File: src/rtl/acp_pkg.sv
package acp_pkg;
    localparam int BYTE_W    = 8;
    localparam int IDX_W     = 7;
    localparam int DATA_W    = 16;
    localparam int NUM_CODEC = 2;
    localparam int SEL_W     = 1;
    localparam int REG_W     = 4 * BYTE_W;

    typedef enum logic [0:0] {
        ST_IDLE = 1'b0,
        ST_WAIT = 1'b1
    } acp_state_e;

    typedef struct packed {
        logic               wr;
        logic [SEL_W-1:0]   sel;
        logic [IDX_W-1:0]   idx;
        logic [DATA_W-1:0]  wdata;
    } acp_issue_t;
endpackage

File: src/rtl/acp_ctrl_fsm.sv
module acp_ctrl_fsm
    import acp_pkg::*;
(
    input  logic       clk,
    input  logic       rst_n,
    input  logic       launch,
    input  logic       ack,
    output acp_state_e state,
    output logic       req,
    output logic       idle
);
    acp_state_e nxt;

    always_ff @(posedge clk) begin
        if (!rst_n) state <= ST_IDLE;
        else        state <= nxt;
    end

    always_comb begin
        nxt = state;
        unique case (state)
            ST_IDLE: if (launch) nxt = ST_WAIT;   // LAUNCH
            ST_WAIT: if (ack)    nxt = ST_IDLE;   // FINISH
        endcase
    end

    always_comb begin
        req  = 1'b0;
        idle = 1'b0;
        unique case (state)
            ST_IDLE: idle = 1'b1;
            ST_WAIT: req  = 1'b1;
        endcase
    end
endmodule

File: src/rtl/acp_shadow.sv
module acp_shadow #(
    parameter int NUM   = 2,
    parameter int W     = 16,
    localparam int SW   = (NUM > 1) ? $clog2(NUM) : 1
) (
    input  logic           clk,
    input  logic           rst_n,
    input  logic           we,
    input  logic [SW-1:0]  sel,
    input  logic [W-1:0]   wdata,
    output logic [NUM*W-1:0] flat
);
    for (genvar c = 0; c < NUM; c++) begin : g_copy
        logic [W-1:0] val_q;
        always_ff @(posedge clk) begin
            if (!rst_n)                             val_q <= '0;
            else if (we && (sel == SW'(c)))         val_q <= wdata;
        end
        assign flat[c*W +: W] = val_q;
    end
endmodule

File: src/rtl/acp_codec_port.sv
module acp_codec_port
    import acp_pkg::*;
(
    input  logic                    clk,
    input  logic                    rst_n,
    input  logic                    host_we,
    input  logic [1:0]              host_byte,
    input  logic [BYTE_W-1:0]       host_wdata,
    output logic [REG_W-1:0]        host_rdata,
    input  logic [NUM_CODEC-1:0]    cdc_present,
    output logic                    cdc_req,
    output logic                    cdc_wr,
    output logic [SEL_W-1:0]        cdc_sel,
    output logic [IDX_W-1:0]        cdc_idx,
    output logic [DATA_W-1:0]       cdc_wdata,
    input  logic                    cdc_ack,
    input  logic [DATA_W-1:0]       cdc_rdata,
    output logic [NUM_CODEC*DATA_W-1:0] shadow_flat
);
    localparam logic [1:0] LANE_LO  = 2'd0;
    localparam logic [1:0] LANE_HI  = 2'd1;
    localparam logic [1:0] LANE_CMD = 2'd2;
    localparam logic [1:0] LANE_CTL = 2'd3;

    logic [DATA_W-1:0]    data_q;
    logic [BYTE_W-1:0]    cmd_q;
    logic [1:0]           ctl_q;
    logic [NUM_CODEC-1:0] valid_q;
    acp_issue_t           issue_q;

    acp_state_e state;
    logic       idle;
    logic       busy;

    logic       cmd_take, is_rd, is_odd, tgt_here, launch, odd_rd, done;
    logic [SEL_W-1:0] tgt_sel;

    assign tgt_sel  = ctl_q[0];
    assign is_rd    = host_wdata[BYTE_W-1];
    assign is_odd   = host_wdata[0];
    assign tgt_here = cdc_present[tgt_sel];
    assign cmd_take = host_we && (host_byte == LANE_CMD) && idle;
    assign launch   = cmd_take && tgt_here && !is_odd;
    assign odd_rd   = cmd_take && tgt_here && is_odd && is_rd;
    assign done     = busy && cdc_ack;

    acp_ctrl_fsm u_fsm (
        .clk    (clk),
        .rst_n  (rst_n),
        .launch (launch),
        .ack    (cdc_ack),
        .state  (state),
        .req    (busy),
        .idle   (idle)
    );

    always_ff @(posedge clk) begin
        if (!rst_n) begin
            data_q  <= '0;
            cmd_q   <= '0;
            ctl_q   <= '0;
            valid_q <= '0;
            issue_q <= '0;
        end else begin
            if (done && !issue_q.wr)
                data_q <= cdc_rdata;
            else if (odd_rd)
                data_q <= '0;
            else if (host_we && host_byte == LANE_LO)
                data_q[BYTE_W-1:0] <= host_wdata;
            else if (host_we && host_byte == LANE_HI)
                data_q[DATA_W-1:BYTE_W] <= host_wdata;

            if (cmd_take)
                cmd_q <= host_wdata;
            if (host_we && host_byte == LANE_CTL)
                ctl_q <= host_wdata[BYTE_W-1:BYTE_W-2];

            if (launch) begin
                issue_q.wr    <= !is_rd;
                issue_q.sel   <= tgt_sel;
                issue_q.idx   <= host_wdata[IDX_W-1:0];
                issue_q.wdata <= data_q;
            end

            for (int c = 0; c < NUM_CODEC; c++) begin
                if ((done && !issue_q.wr && issue_q.sel == SEL_W'(c)) ||
                    (odd_rd && tgt_sel == SEL_W'(c)))
                    valid_q[c] <= 1'b1;
            end
        end
    end

    acp_shadow #(.NUM(NUM_CODEC), .W(DATA_W)) u_shadow (
        .clk   (clk),
        .rst_n (rst_n),
        .we    (done),
        .sel   (issue_q.sel),
        .wdata (issue_q.wr ? issue_q.wdata : cdc_rdata),
        .flat  (shadow_flat)
    );

    assign cdc_req   = (state == ST_WAIT);
    assign cdc_wr    = issue_q.wr;
    assign cdc_sel   = issue_q.sel;
    assign cdc_idx   = issue_q.idx;
    assign cdc_wdata = issue_q.wdata;

    assign host_rdata = {ctl_q, 2'b00, valid_q[1], 1'b0, valid_q[0], busy,
                         cmd_q, data_q};
endmodule

File: config.mk
export PLATFORM = sky130hd
export DESIGN_NAME = acp_codec_port
export DESIGN_NICKNAME = d
export VERILOG_FILES = /design/src/rtl/acp_pkg.sv /design/src/rtl/acp_ctrl_fsm.sv /design/src/rtl/acp_shadow.sv /design/src/rtl/acp_codec_port.sv
export SDC_FILE = /design/constraint.sdc
export NUM_CORES = 1
export LEC_CHECK = 0
export BUFFER_PORTS_ARGS = -buffer_cell sky130_fd_sc_hd__buf_2
export CAP_MARGIN = 20
export CORE_MARGIN = 3
export CORE_UTILIZATION = 45
export CTS_BUF_LIST = sky130_fd_sc_hd__clkbuf_4 sky130_fd_sc_hd__clkbuf_8 sky130_fd_sc_hd__clkbuf_16
export CTS_CLUSTER_SIZE = 30
export DETAILED_ROUTE_END_ITERATION = 7
export PLACE_DENSITY = 0.8
export SKIP_CTS_REPAIR_TIMING = 1
export SYNTH_ARGS = -nofsm -noshare
export SYNTH_HDL_FRONTEND = slang
export SYNTH_HIERARCHICAL = 1
export SYNTH_SLANG_ARGS = --single-unit
File: constraint.sdc
create_clock -name clk -period 3.65 [get_ports clk]
set_clock_uncertainty 0.05 [all_clocks]
set_input_delay 0.365 -clock clk [delete_from_list [all_inputs] [get_ports clk]]
set_output_delay 0.365 -clock clk [all_outputs]
set_load 0.01 [all_outputs]
==> results of run 1 <==
==> kinds of logic after synthesis <==
logic type / synth area share [%]
mux: 14.4
other cells: 0.100
buf+inv: 6.87
flops: 45.9
compound gates: 12.0
simple gates: 20.7
==> metrics by stage <==
step,hold slack (ps),cells
2_1_floorplan,429,405
6_report,257,611
3_5_place_dp,394,594
4_1_cts,245,610
3_3_place_gp,392,594
5_1_grt,246,611
==> routing by layer <==
layer | up-vias | track usage [%] | part of all wire (%) | wire length (µm)
met1 | 1536 | 25.7 | 42 | 4210
li1 | 1570 | - | - | -
met5 | - | 0 | 0 | 0
met3 | 2 | 6.39 | 7.6 | 760
met4 | 0 | 5.43 | 0.43 | 43
met2 | 112 | 35.1 | 50 | 4930
==> layout make-up <==
type                            instances  share of cell area, %
Multi-Input combinational cell        281                   39.5
Clock buffer                           11                   3.22
Timing Repair Buffer                  123                   14.1
Clock inverter                          5                   1.83
Inverter                                3                  0.361
Tap cell                              102                   2.83
Sequential cell                        86                   38.2
==> sequential cells by signal, indices dropped and copies added (netlist names) <==
signal	flops
u_shadow/g_copy.val_q	32
cdc_wdata	16
data_q	16
cmd_q	8
cdc_idx	7
ctl_q	2
valid_q	2
cdc_sel	1
cdc_wr	1
u_fsm/state	1
==> final timing paths <==
path	to	depth (start not counted)
worst max-delay path	cdc_wr	5
worst min-delay path	cdc_idx[3]	3
worst max register to register	cdc_wr	5
worst min register to register	cdc_idx[1]	2
==> worst reg2reg max path: stages, from the launching register on <==
cell	delay, ps
dfxtp_1	450
inv_1	100
nand4b_1	370
or3_1	780
clkinv_4	390
o211a_1	300
==> power groups by stage <==
| stage | Sequential, W | Combinational (W) | Clock [W] |
|---|---|---|---|
| 2_1_floorplan | 0.000998 | 0.0000921 | 0 |
| 5_1_grt | 0.000972 | 0.000176 | 0.000808 |
| 3_5_place_dp | 0.000991 | 0.000160 | 0 |
| 3_3_place_gp | 0.000991 | 0.000157 | 0 |
| 6_report | 0.000970 | 0.000161 | 0.000748 |
| 4_1_cts | 0.000969 | 0.000161 | 0.000757 |
==> synthesized netlist by cell type (2+ instances only) <==
| cell type | n |
|---|---|
| nand2_1 | 113 |
| dfxtp_1 | 86 |
| mux2i_1 | 35 |
| a21boi_1 | 22 |
| mux2_2 | 17 |
| nor3_1 | 16 |
| o22ai_1 | 12 |
| buf_2 | 11 |
| nor3_2 | 9 |
| a21boi_0 | 8 |
| buf_4 | 7 |
| buf_6 | 7 |
| clkbuf_1 | 7 |
| a21oi_1 | 4 |
| nand2b_1 | 4 |
| o211ai_1 | 4 |
| o31ai_1 | 4 |
| nor2b_1 | 3 |
| a21boi_2 | 2 |
| inv_1 | 2 |
| nand4_1 | 2 |
| nor2_1 | 2 |
| o21ai_1 | 2 |
| or2_1 | 2 |
| or3b_1 | 2 |
==> reports/results.ini, run 1 <==
[sta]
setup_viol = 0
slew_headroom_pct = 37.8
rsz0062_at_grt = false
hold_viol = 0
fin_crit_sh_pct = 69.7
setup_tns_ps = 0
layout_setup_ws_ps = 1100
period_needed_ps = 2550
fmax_mhz = 393
tightest_slew_ps = 934
slew_viol_final = 0

[finish]
final_cell_area_um2 = 4510
area.sequential_um2 = 1720
multi_input_area_um2 = 1780
nets = 536
syn2layout_area_growth_pct = 20.2
drive_gt1_share_pct = 33.8
final_util_pct = 57.1
final_common_cell = buf_2
antenna_cells = 0
fill_cells = 698
layout_common_cells = buf_2 (118), nand2_1 (113), dfxtp_1 (86)

[placed_design]
hpwl_um = 7210
dpl_cell_area_um2 = 4260
place_congestion = 0.811
pre_cts_ws_ps = 1120
portBuffers = 118

[floorplan]
initial_utilization_pct = 47.5
die_width_um = 97.3
die-area_um2 = 9460
rows = 32
io_pins = 122
core_um2 = 7890
chipHeight_um = 97.3

[setup_path]
cp.arrival_ps = 2740
cp_data_required_time_ps = 3840
r2r-start = u_fsm/state
r2r_setup_slack_ps = 1100
crit_start = u_fsm/state
cp_cell_sequence = inv_1 -> nand4b_1 -> or3_1 -> clkinv_4 -> o211a_1
max_stage_delay_ps = 780
critPathLaunchType = flip-flop
endpoint_kind = flip-flop
path_buf_inv = 2
crit_family = simple AND/OR/NAND/NOR gates
crit_fanout = 26
critPathKind = reg -> reg
cp_slowest_cell = or3_1

[power]
pwr-share-seq_pct = 51.6
p_leak_nw = 1.95
irDropWorstVdd_mv = 0.189
finalPower_w = 0.00188
power.density_nw_per_um2 = 417
p_int_w = 0.00143
swShare_pct = 23.7
p_comb_share_pct = 8.6
power.switching_w = 0.000445
clock_power_share_pct = 39.8

[routing]
drt_first_pass_iters = 5
drtIter0Drc = 111
finalWirelength_um = 9940
vias_per_cell = 5.27
routedWlPerCell_um = 16.3
drc = 0
vias = 3220
antenna_left = 0

[synthesis]
ys_top_cells_by_area = dfxtp_1 (46%), nand2_1 (11%), mux2i_1 (9.3%)
synth_ff_type = dfxtp_1
syn_avg_cell_area_um2 = 9.30
synth-seq-cells = 86
ys_warn_count = 6
synth.largest_area_cell = dfxtp_1
ys_seq_area_share_pct = 45.9
syn-instance-count = 403
ys_types = 45
synth_area_um2 = 3750
synth.top_cell.area_share_pct = 45.9
synth_edf_count = 0
async_flop_share_pct = 0

[grt]
grt_pass1_wl_um = 16100
antenna_found_initial = 0
grt_overflow = 0
grt_pass1_vias = 3162
grt_usage_pct = 20.8
grt_start_max_net_pins = 57

[run_status]
run_status = finished clean

[cts]
cts_inserted_buffers = 9
cts_max_level = 3
cts_sinks = 86
clk_pin_slew_ps = 80
cts_tree = built
cts_buffer_depth = 2
clock_latency_ps = 340
clock-root-buffer = clkbuf_8

[run]
cap_violations = 0

[min_path]
hp-class = in -> reg
min-delay-start = host_wdata[3]

No activity file was read; power rests on OpenSTA's default activity.
==> run 2: changes to the inputs <==
--- a/config.mk
+++ b/config.mk
@@ -12,7 +12,7 @@
 export CTS_BUF_LIST = sky130_fd_sc_hd__clkbuf_4 sky130_fd_sc_hd__clkbuf_8 sky130_fd_sc_hd__clkbuf_16
 export CTS_CLUSTER_SIZE = 30
 export DETAILED_ROUTE_END_ITERATION = 7
-export PLACE_DENSITY = 0.8
+export PLACE_DENSITY = 0.83
 export SKIP_CTS_REPAIR_TIMING = 1
 export SYNTH_ARGS = -nofsm -noshare
 export SYNTH_HDL_FRONTEND = slang
==> constraint.sdc (replaced) <==
create_clock -name clk -period 2.12 [get_ports clk]
set_clock_uncertainty 0.05 [all_clocks]
set_input_delay 0.212 -clock clk [delete_from_list [all_inputs] [get_ports clk]]
set_output_delay 0.212 -clock clk [all_outputs]
set_load 0.01 [all_outputs]
==> reports/results.ini, run 2 (synthesis results as in run 1) <==
[run_status]
run_status = finished clean  ; unchanged

[sta]
fin_crit_sh_pct = 90.0  ; was 69.7%
fmax_mhz = 524  ; was 393 MHz
slew_viol_final = 0  ; unchanged
timing.hold.ws_ps = 81.5  ; was 257 ps
slew_headroom_pct = 48.1  ; was 37.8%
period_needed_ps = 1910  ; was 2550 ps
tightest_slew_ps = 774  ; was 934 ps
hold_viol = 0  ; unchanged
layout_setup_ws_ps = 212  ; was 1100 ps
setup_tns_ps = 0  ; unchanged
setup_viol = 0  ; unchanged
rsz0062_at_grt = false  ; unchanged

[power]
irDropWorstVdd_mv = 0.407  ; was 0.189 mV
p_leak_nw = 1.97  ; was 1.95 nW
power.density_nw_per_um2 = 705  ; was 417 nW/µm²

[setup_path]
cp_data_required_time_ps = 2320  ; was 3840 ps
crit_fanout = 26  ; unchanged
endpoint_kind = flip-flop  ; unchanged
cp.arrival_ps = 2110  ; was 2740 ps
critPathKind = reg -> reg  ; unchanged
critPathLaunchType = flip-flop  ; unchanged

[routing]
drt_first_pass_iters = 4  ; was 5
routedWlPerCell_um = 16.5  ; was 16.3 µm
drc = 0  ; unchanged
finalWirelength_um = 10200  ; was 9940 µm
antenna_left = 0  ; unchanged
vias_per_cell = 5.27  ; about the same
drtIter0Drc = 136  ; was 111
vias = 3245  ; was 3220

[grt]
grt_usage_pct = 21.3  ; was 20.8%
grt_pass1_wl_um = 16200  ; was 16100 µm
antenna_found_initial = 0  ; unchanged
grt_overflow = 0  ; unchanged
grt_pass1_vias = 3236  ; was 3162
grt_start_max_net_pins = 59  ; was 57

[finish]
syn2layout_area_growth_pct = 20.7  ; was 20.2%
final_cell_area_um2 = 4530  ; was 4510 µm²
final_common_cell = buf_2  ; unchanged
fill_cells = 708  ; was 698
nets = 541  ; was 536
antenna_cells = 0  ; unchanged
largest-register = u_shadow/g_copy.val_q  ; unchanged
largest_register_ffs = 32  ; unchanged
multi_input_area_um2 = 1780  ; unchanged
layout.cells.non_filler = 616  ; was 611
area.sequential_um2 = 1720  ; unchanged
drive_gt1_share_pct = 34.4  ; was 33.8%
layout_common_cells = buf_2 (118), nand2_1 (113), dfxtp_1 (86)  ; unchanged

[cts]
cts_tree = built  ; unchanged
clk_pin_slew_ps = 90  ; was 80 ps
cts_sinks = 86  ; unchanged
clock-root-buffer = clkbuf_8  ; unchanged
cts_buffer_depth = 2  ; unchanged
clock_latency_ps = 360  ; was 340 ps
cts_inserted_buffers = 9  ; unchanged
cts_max_level = 3  ; unchanged

[placed_design]
hpwl_um = 7470  ; was 7210 µm
pre_cts_ws_ps = 233  ; was 1120 ps
dpl.cell_count = 600  ; was 594
portBuffers = 118  ; unchanged
place_congestion = 0.915  ; was 0.811
dpl_cell_area_um2 = 4310  ; was 4260 µm²

[floorplan]
core_um2 = 7890  ; unchanged
rows = 32  ; unchanged
die_width_um = 97.3  ; unchanged
die-area_um2 = 9460  ; unchanged
chipHeight_um = 97.3  ; unchanged
io_pins = 122  ; unchanged
initial_utilization_pct = 47.5  ; unchanged

[min_path]
hp-class = in -> reg  ; unchanged

[run]
cap_violations = 0  ; unchanged

==> run 2: report_power, final <==
part	internal [W]	total, W	switching [W]	leakage (nW)
clock network	0.000646	0.00124	0.000593	0.113
logic	0.000116	0.000281	0.000165	1.17
registers	0.00165	0.00167	0.0000252	0.696
==> run 2: final cells by class <==
class | count | share of cell area, %
multi-input cells | 281 | 39.3
clock buffers | 12 | 3.65
inverters | 3 | 0.359
clock inverters | 4 | 1.16
repair buffers | 128 | 14.7
flip-flops and latches | 86 | 38.0
well taps | 102 | 2.82
==> run 2: per-layer routing <==
metal / part of all wire (%) / wire length (µm) / global-route usage, %
met5: 0 / 0 / 0
met4: 1.4 / 142 / 8.20
met3: 7.7 / 780 / 5.67
met2: 49 / 4950 / 35.6
met1: 42 / 4290 / 26.1
==> run 2: through the flow <==
stage	utilization [%]	power [W]
after floorplan	-	0.00188
after global placement	54.6	0.00198
after detailed placement	54.6	0.00199
after CTS	57.4	0.00321
after global routing	57.4	0.00331
final	57.4	0.00319
==> run 2: final timing paths <==
check / start / end / slack [ps] / cells after the start
min: host_wdata[5] / cdc_idx[5] / 80 / 3
min reg2reg: cdc_idx[3] / cdc_idx[3] / 410 / 2
max: ctl_q[0] / cdc_wr / 210 / 4
max reg2reg: ctl_q[0] / cdc_wr / 210 / 4
==> run 2: worst max-delay path, cell delays in order, from the launching register on <==
cell and delay, ps:
dfxtp_1 450, mux2i_1 340, or3_1 390, clkinv_4 280, o211a_1 280
==> run 3: changes to the inputs <==
--- a/config.mk
+++ b/config.mk
@@ -5,6 +5,7 @@
 export SDC_FILE = /design/constraint.sdc
 export NUM_CORES = 1
 export LEC_CHECK = 0
+export ABC_AREA = 1
 export BUFFER_PORTS_ARGS = -buffer_cell sky130_fd_sc_hd__buf_2
 export CAP_MARGIN = 20
 export CORE_MARGIN = 3
==> reports/results.ini, run 3 <==
[sta]
hold_viol = 0  ; unchanged
fin_crit_sh_pct = 81.4  ; was 90.0%
rsz0062_at_grt = false  ; unchanged
slew_viol_final = 0  ; unchanged
tightest_slew_ps = 682  ; was 774 ps
layout_setup_ws_ps = 395  ; was 212 ps
period_needed_ps = 1730  ; was 1910 ps
setup_viol = 0  ; unchanged
fmax_mhz = 580  ; was 524 MHz
setup_tns_ps = 0  ; unchanged
slew_headroom_pct = 54.5  ; was 48.1%

[floorplan]
io_pins = 122  ; unchanged
die-area_um2 = 9610  ; was 9460 µm²
chipHeight_um = 98.0  ; was 97.3 µm
rows = 32  ; unchanged
initial_utilization_pct = 47.8  ; was 47.5%
die_width_um = 98.0  ; was 97.3 µm
core_um2 = 7970  ; was 7890 µm²

[synthesis]
synth_edf_count = 0  ; unchanged
synth.largest_area_cell = dfxtp_1  ; unchanged
syn-instance-count = 551  ; was 403
synth.top_cell.area_share_pct = 45.2  ; was 45.9%
synth-seq-cells = 86  ; unchanged
synth_area_um2 = 3810  ; was 3750 µm²
synth_common_cells = nand2_1 (106), nor2_1 (98), dfxtp_1 (86)  ; was nand2_1 (113), dfxtp_1 (86), mux2i_1 (35)
ys_top_cells_by_area = dfxtp_1 (45%), nand2_1 (10%), nor2_1 (9.7%)  ; was dfxtp_1 (46%), nand2_1 (11%), mux2i_1 (9.3%)
synth_ff_type = dfxtp_1  ; unchanged
yosysMostFrequentCell = nand2_1  ; unchanged
async_flop_share_pct = 0  ; unchanged
ys_warn_count = 6  ; unchanged
ys_seq_area_share_pct = 45.2  ; was 45.9%
ys_types = 21  ; was 45
syn_avg_cell_area_um2 = 6.91  ; was 9.30 µm²

[cts]
cts_max_level = 3  ; unchanged
clock_latency_ps = 350  ; was 360 ps
cts_inserted_buffers = 9  ; unchanged
clk_pin_slew_ps = 80  ; was 90 ps
cts_buffer_depth = 2  ; unchanged
cts_sinks = 86  ; unchanged
clock-root-buffer = clkbuf_8  ; unchanged
cts_tree = built  ; unchanged

[setup_path]
critPathLaunchType = flip-flop  ; unchanged
r2r_end = u_fsm/state  ; was cdc_wr
endpoint_kind = flip-flop  ; unchanged
cp_slowest_cell = dfxtp_1  ; unchanged
crit_fanout = 42  ; was 26
crit_path_frequent_cell = nand2_1
critPathKind = reg -> reg  ; unchanged
cp_data_required_time_ps = 2320  ; about the same
r2r-start = ctl_q[0]  ; unchanged
r2r_setup_slack_ps = 390  ; was 210 ps
max_stage_delay_ps = 400  ; was 450 ps
worst-r2r-cell-count = 9  ; was 4
cp_cell_sequence = inv_1 -> nand2_1 -> nand2_1 -> nand2_1 -> or2_1 -> buf_4 -> clkinv_2 -> nor2_1 -> nor2_2  ; was mux2i_1 -> or3_1 -> clkinv_4 -> o211a_1
cp.arrival_ps = 1930  ; was 2110 ps

[finish]
antenna_cells = 0  ; unchanged
syn2layout_area_growth_pct = 19.6  ; was 20.7%
area.sequential_um2 = 1720  ; unchanged
nets = 688  ; was 541
final_common_cell = buf_2  ; unchanged
largest-register = u_shadow/g_copy.val_q  ; unchanged
layout_common_cells = buf_2 (118), nand2_1 (106), nor2_1 (98)  ; was buf_2 (118), nand2_1 (113), dfxtp_1 (86)
fill_cells = 786  ; was 708
largest_register_ffs = 32  ; unchanged
final_util_pct = 57.2  ; was 57.4%
drive_gt1_share_pct = 22.9  ; was 34.4%
multi_input_area_um2 = 1610  ; was 1780 µm²

[grt]
grt_pass1_vias = 3614  ; was 3236
grt_overflow = 0  ; unchanged
grt_start_max_net_pins = 43  ; was 59
grt_pass1_wl_um = 17400  ; was 16200 µm
antenna_found_initial = 0  ; unchanged
grt_usage_pct = 22.0  ; was 21.3%

[run]
cap_violations = 0  ; unchanged

[power]
finalPower_w = 0.00314  ; was 0.00319 W
irDropWorstVdd_mv = 0.331  ; was 0.407 mV
p_leak_nw = 2.29  ; was 1.97 nW
power.density_nw_per_um2 = 689  ; was 705 nW/µm²

[placed_design]
hpwl_um = 7920  ; was 7470 µm
place_congestion = 0.849  ; was 0.915
pre_cts_ws_ps = 422  ; was 233 ps
portBuffers = 118  ; unchanged

[routing]
drtIter0Drc = 176  ; was 136
drt_first_pass_iters = 6  ; was 4
finalWirelength_um = 10400  ; was 10200 µm
vias_per_cell = 4.96  ; was 5.27
antenna_left = 0  ; unchanged
routedWlPerCell_um = 13.7  ; was 16.5 µm
vias = 3772  ; was 3245
drc = 0  ; unchanged

[min_path]
hp-class = in -> reg  ; unchanged
min-delay-start = host_wdata[2]  ; was host_wdata[5]
hold_path_end = cmd_q[2]  ; was cdc_idx[5]
hold_depth = 3  ; unchanged

[run_status]
run_status = finished clean  ; unchanged

run 3: cell type report:
| cell class | instances | area share [%] |
|---|---|---|
| clock buffers | 11 | 3.18 |
| clock inverters | 2 | 0.769 |
| inverters | 65 | 5.44 |
| multi-input cells | 365 | 35.3 |
| flip-flops and latches | 86 | 37.8 |
| well taps | 102 | 2.80 |
| repair buffers | 129 | 14.8 |
run 3: how the worst max path moves through the flow:
stage | startpoint | end | slack [ps]
floorplan | cdc_wr | u_shadow/g_copy[0].val_q[10] | 710
global placement | u_fsm/state | u_fsm/state | 480
detailed placement | ctl_q[0] | u_fsm/state | 420
CTS | ctl_q[0] | u_fsm/state | 410
global route | ctl_q[0] | u_fsm/state | 150
finish | ctl_q[0] | u_fsm/state | 390
run 3: metal layers:
layer  part of all wire (%)  up-vias  routed length [µm]  GRT usage [%]
li1                       -     1937                   -              -
met1                     45     1686                4700           28.2
met2                     47      140                4860           36.3
met3                    7.0        9                 732           5.71
met4                   0.98        0                 102           6.60
met5                      0        -                   0              0
run 3: metrics by stage:
step	hold slack, ps	area (µm²)	cells
after floorplan	297	3820	553
after global placement	380	4380	747
after detailed placement	398	4380	747
after CTS	68.4	4560	760
after global routing	105	4560	760
final	85.6	4560	760
run 3: logic make-up (layout without fill, tap and decap cells):
| group | after synthesis | in the layout | share of synthesized area, % |
|---|---|---|---|
| AND/OR/NAND/NOR | 255 | 255 | 27.8 |
| AO/OA/AOI/OAI | 107 | 107 | 14.1 |
| buffers and inverters | 102 | 207 | 12.8 |
| flip-flops | 86 | 86 | 45.2 |
| other | 1 | 3 | 0.0984 |
run 3: worst max-delay path: cells and delay by family (launching register included):
kind | cells | cell delay, ps
buffers and inverters | 3 | 680
DFF | 1 | 400
and+or+nand+nor | 6 | 510
run 3: power breakdown:
group	internal, W	switching, W
combinational	0.000128	0.000218
sequential	0.00166	0.0000346
clock	0.000569	0.000532
